===== src/rtl/tx_slip_pkg.sv =====
package tx_slip_pkg;
  localparam int WORD_W = 10;
  localparam int SLIP_W = 4;

  typedef struct packed {
    logic              invert;
    logic [SLIP_W-1:0] slip;
  } ctrlStrobe_t;
endpackage


===== src/rtl/tx_slip_ctrl.sv =====
module tx_slip_ctrl
  import tx_slip_pkg::*;
#(
  parameter int WIDTH  = WORD_W,
  parameter int STAGES = 2
) (
  input  logic              clk,
  input  logic              rstN,
  input  logic              invertAsync,
  input  logic [SLIP_W-1:0] slipAsync,
  output ctrlStrobe_t       ctrl
);
  localparam int CW = 1 + SLIP_W;

  logic [CW-1:0] syncReg [STAGES];

  generate
    for (genvar g = 0; g < STAGES; g++) begin : gSync
      always_ff @(posedge clk or negedge rstN) begin
        if (!rstN) begin
          syncReg[g] <= '0;
        end else if (g == 0) begin
          syncReg[g] <= {invertAsync, slipAsync};
        end else begin
          syncReg[g] <= syncReg[g-1];
        end
      end
    end
  endgenerate

  logic [SLIP_W-1:0] slipSync;
  assign slipSync = syncReg[STAGES-1][SLIP_W-1:0];

  always_comb begin
    ctrl.invert = syncReg[STAGES-1][CW-1];
    ctrl.slip   = (int'(slipSync) >= WIDTH) ? '0 : slipSync;
  end
endmodule


===== src/rtl/tx_slip_dp.sv =====
module tx_slip_dp
  import tx_slip_pkg::*;
#(
  parameter int WIDTH = WORD_W
) (
  input  logic             clk,
  input  logic             rstN,
  input  ctrlStrobe_t      ctrl,
  input  logic [WIDTH-1:0] wordIn,
  output logic [WIDTH-1:0] wordOut
);
  localparam int JOIN_W = 2 * WIDTH;

  logic [WIDTH-1:0]  prevWord;
  logic [JOIN_W-1:0] joined;
  logic [WIDTH-1:0]  slipped;
  logic [WIDTH-1:0]  polarized;

  always_comb begin
    joined    = {wordIn, prevWord} << ctrl.slip;
    slipped   = joined[JOIN_W-1:WIDTH];
    polarized = ctrl.invert ? ~slipped : slipped;
  end

  always_ff @(posedge clk or negedge rstN) begin
    if (!rstN) begin
      prevWord <= '0;
      wordOut  <= '0;
    end else begin
      prevWord <= wordIn;
      wordOut  <= polarized;
    end
  end
endmodule


===== src/rtl/tx_slip_invert.sv =====
module tx_slip_invert
  import tx_slip_pkg::*;
(
  input  logic              clk,
  input  logic              rstN,
  input  logic [WORD_W-1:0] wordIn,
  input  logic              invertAsync,
  input  logic [SLIP_W-1:0] slipAsync,
  output logic [WORD_W-1:0] wordOut
);
  ctrlStrobe_t ctrl;

  tx_slip_ctrl #(.WIDTH(WORD_W), .STAGES(2)) uCtrl (
    .clk(clk), .rstN(rstN), .invertAsync(invertAsync),
    .slipAsync(slipAsync), .ctrl(ctrl)
  );

  tx_slip_dp #(.WIDTH(WORD_W)) uDp (
    .clk(clk), .rstN(rstN), .ctrl(ctrl), .wordIn(wordIn), .wordOut(wordOut)
  );
endmodule


===== config.mk =====
export PLATFORM = sky130hd
export DESIGN_NAME = tx_slip_invert
export DESIGN_NICKNAME = d
export VERILOG_FILES = /design/src/rtl/tx_slip_pkg.sv /design/src/rtl/tx_slip_ctrl.sv /design/src/rtl/tx_slip_dp.sv /design/src/rtl/tx_slip_invert.sv
export SDC_FILE = /design/constraint.sdc
export NUM_CORES = 1
export LEC_CHECK = 0
export ABC_AREA = 0
export BUFFER_PORTS_ARGS = -buffer_cell sky130_fd_sc_hd__buf_2
export CORE_MARGIN = 2
export CORE_UTILIZATION = 42
export CTS_CLUSTER_SIZE = 24
export DETAILED_ROUTE_END_ITERATION = 8
export HOLD_SLACK_MARGIN = 0.03
export SETUP_SLACK_MARGIN = 0.15
export SLEW_MARGIN = 20
export SYNTH_ARGS = -nofsm -noshare
export SYNTH_HDL_FRONTEND = slang
export SYNTH_HIERARCHICAL = 1
export SYNTH_SLANG_ARGS = --single-unit
export TNS_END_PERCENT = 100

===== constraint.sdc =====
create_clock -name clk -period 3.7 [get_ports clk]
set_input_delay 0 -clock clk [delete_from_list [all_inputs] [get_ports clk]]
set_output_delay 0 -clock clk [all_outputs]
set_load 0.1 [all_outputs]

==> impl_metrics.ini <==
[layout]
fin_nets = 170
area_growth_pct = 22.2
n_fill_cell = 305
final_cell_area_mm2 = 0.00202
diodes = 0
drive_gt1_frac = 0.373

[place]
preCtsSetupSlack_ns = 1.20
detailed_place.area_mm2 = 0.00178
port_buffers = 26
gp_congestion = 0.823
hpwl_um = 2330

[global_route]
use_met1 = 0.225
grt_use_met2 = 0.285
grt_use_total = 0.178
grt_start_max_net_pins = 31
overflow = 0
first_global_vias = 1136
busiest_layer = met2
met3_usage = 0.0507
antenna_found_initial = 0
grt_pass1_wl_um = 5580

[clock_network]
insertion_delay_ns = 0.27
cts_made_buffers = 5
post_cts_buffers = 0
cts_resized = 0
cts_sinks = 30
postCtsHoldBufs = 16
clk_pin_slew_ns = 0.06
cts_root_buf = clkbuf_8
clockBufferDepth = 2
cts_tree = built
cts_max_level = 2

[floorplan]
ios = 27
dieArea_mm2 = 0.00446
start_util = 0.445
die_w_um = 66.8
core_area_mm2 = 0.00372
rows = 22
die_y_um = 66.8

[timing]
final_hold_viol_count = 0
relSlewSlack = 0.374
finalSetupTns_ns = 0
max_freq_ghz = 0.405
worstMarginPinSlew_ns = 0.939
final_max_slew_viol_count = 0
finalSetupViolCount = 0
min_period_ns = 2.47
fin_ws_ns = 1.23
rsz0062_at_grt = false
fin_crit_sh = 0.668
clock-skew-final_ns = 0.00321

[worst_setup_path]
slowest_stage = and2_1
arrival_ns = 2.61
slowest_delay_ns = 0.76
crit_chain = o21ai_1, and2_1, mux4_2, a32oi_1, o211ai_1, xor2_1
worstSetupPathType = reg2reg
cp_max_fo = 20
required_ns = 3.84
cp-start-kind = flop
worst_setup_path_end_kind = flop

[logic_synthesis]
yosys.area.top_type_share = 0.454
synth_warnings = 6
synth_area_leaders = dfrtp_1, mux4_2, mux2i_1
syn-num-nets = 131
ys_seq_elements = 30
ys_seq_area_frac = 0.454
syn_avg_cell_area_um2 = 14.5
netlist-cell-type-count = 33
synth_cells = 114
netlist_area_mm2 = 0.00165
synth.largest_area_cell = dfrtp_1

[pwr]
total_leakage_power_nw = 0.818
vdd_drop_max_uv = 216
p_per_area_mw_per_mm2 = 468

[detailed_routing]
remaining_drc_errors = 0
drt.antenna.violating_nets = 0
vias = 1119
wire_per_inst_um = 16.6
drtPass1Iterations = 6
via_per_inst = 5.57
dr.first_iter.drc_count = 55
drt_wl_total_um = 3340

[hold_path]
hp-class = in2async

[run]
cap_viol_max_count = 0

[outcome]
status = finished, final reports clean
-- synth_stat cells --
master and count:
nand2b_1 2, nor2_1 2, nand4_1 1, nor3b_1 1, buf_1 1, and2_1 1
a22oi_1 1, o211a_1 1, o21ai_0 1, and2b_2 2, dfrtp_1 30, buf_8 1
xnor2_1 2, a32oi_1 1, o32ai_1 1, a21oi_1 2, mux2i_1 15, or3b_2 1
clkbuf_1 2, buf_4 2, nor4bb_1 1, o211ai_1 1, buf_2 4, nand2_1 1
mux2_2 6, nor2b_1 2, nand3b_1 2, o32a_1 1, o21ai_1 1, buf_6 1
xor2_1 8, o21a_1 1, mux4_2 15
-- sequential cells by signal (all words and copies together) (netlist names) --
register / count
uCtrl/ctrl: 1
uCtrl/syncReg: 5
uDp/prevWord: 10
uDp/wordOut: 10
uCtrl/slipSync: 4
-- routing by layer --
| metal | routed length [µm] | vias up |
|---|---|---|
| met5 | 0 | - |
| met4 | 56 | 0 |
| met3 | 205 | 6 |
| met2 | 1670 | 46 |
| met1 | 1410 | 563 |
| li1 | - | 504 |
-- worst max-delay path: cells and delay by family (launching register included) --
family | cells | cell delay [ns]
AND/OR/NAND/NOR | 1 | 0.76
XOR/XNOR | 1 | 0.15
flip-flops | 1 | 0.40
AO/OA/AOI/OAI | 3 | 0.41
multiplexers | 1 | 0.60
-- kinds of logic (layout without fill, tap and decap cells) --
group | Yosys count | in the layout | synth area share
AO/OA/AOI/OAI | 11 | 11 | 0.0484
XOR/XNOR | 10 | 10 | 0.0530
buffers and inverters | 11 | 50 | 0.0439
flip-flops | 30 | 30 | 0.454
multiplexers | 36 | 36 | 0.336
AND/OR/NAND/NOR | 16 | 16 | 0.0651
-- final timing paths --
check / startpoint / end / slack [ns] / depth (start not counted)
worst min register to register: uCtrl/syncReg[8] / uCtrl/slipSync[3] / 0.35 / 0
max in group asynchronous: rstN / uDp/wordOut[5] / 2.99 / 2
worst min-delay path: rstN / uDp/wordOut[0] / 0.29 / 2
worst max register to register: uCtrl/slipSync[2] / uDp/wordOut[2] / 1.23 / 6
min in group clk: uCtrl/syncReg[8] / uCtrl/slipSync[3] / 0.35 / 0
worst max-delay path: uCtrl/slipSync[2] / uDp/wordOut[2] / 1.23 / 6
-- cells in the final DEF, fill, tap and decap left out, types with 2 or more instances in the layout --
master	netlist	final
nand2b_1	2	2
a21oi_1	2	2
nor2_1	2	2
buf_2	4	26
xor2_1	8	8
dfrtp_1	30	30
nor2b_1	2	2
xnor2_1	2	2
and2b_2	2	2
clkbuf_8	0	5
clkbuf_1	2	2
nand3b_1	2	2
mux2_2	6	6
mux2i_1	15	15
dlygate4sd3_1	0	16
mux4_2	15	15
-- where the power goes --
part / switching, mW / internal (mW) / total [mW]
sequential: 0.0160 / 0.361 / 0.377
clock: 0.109 / 0.129 / 0.238
combinational: 0.238 / 0.0947 / 0.332
-- area by class of cell --
type / count / area [µm²] / area share
multi-input combinational: 73 / 836 / 0.414
sequential: 30 / 751 / 0.372
timing repair buffer: 43 / 298 / 0.147
clock buffer: 7 / 76.3 / 0.0378
tap: 48 / 60.1 / 0.0297
-- through the flow --
step	hold WS, ns	cells	util	power [mW]
after floorplan	-0.296	114	-	0.646
after global placement	0.0596	178	0.480	0.701
after detailed placement	0.0755	178	0.480	0.703
after CTS	0.317	201	0.544	0.960
after global routing	0.351	201	0.544	0.996
final	0.289	201	0.544	0.947
(Power assumes the default switching activity.)
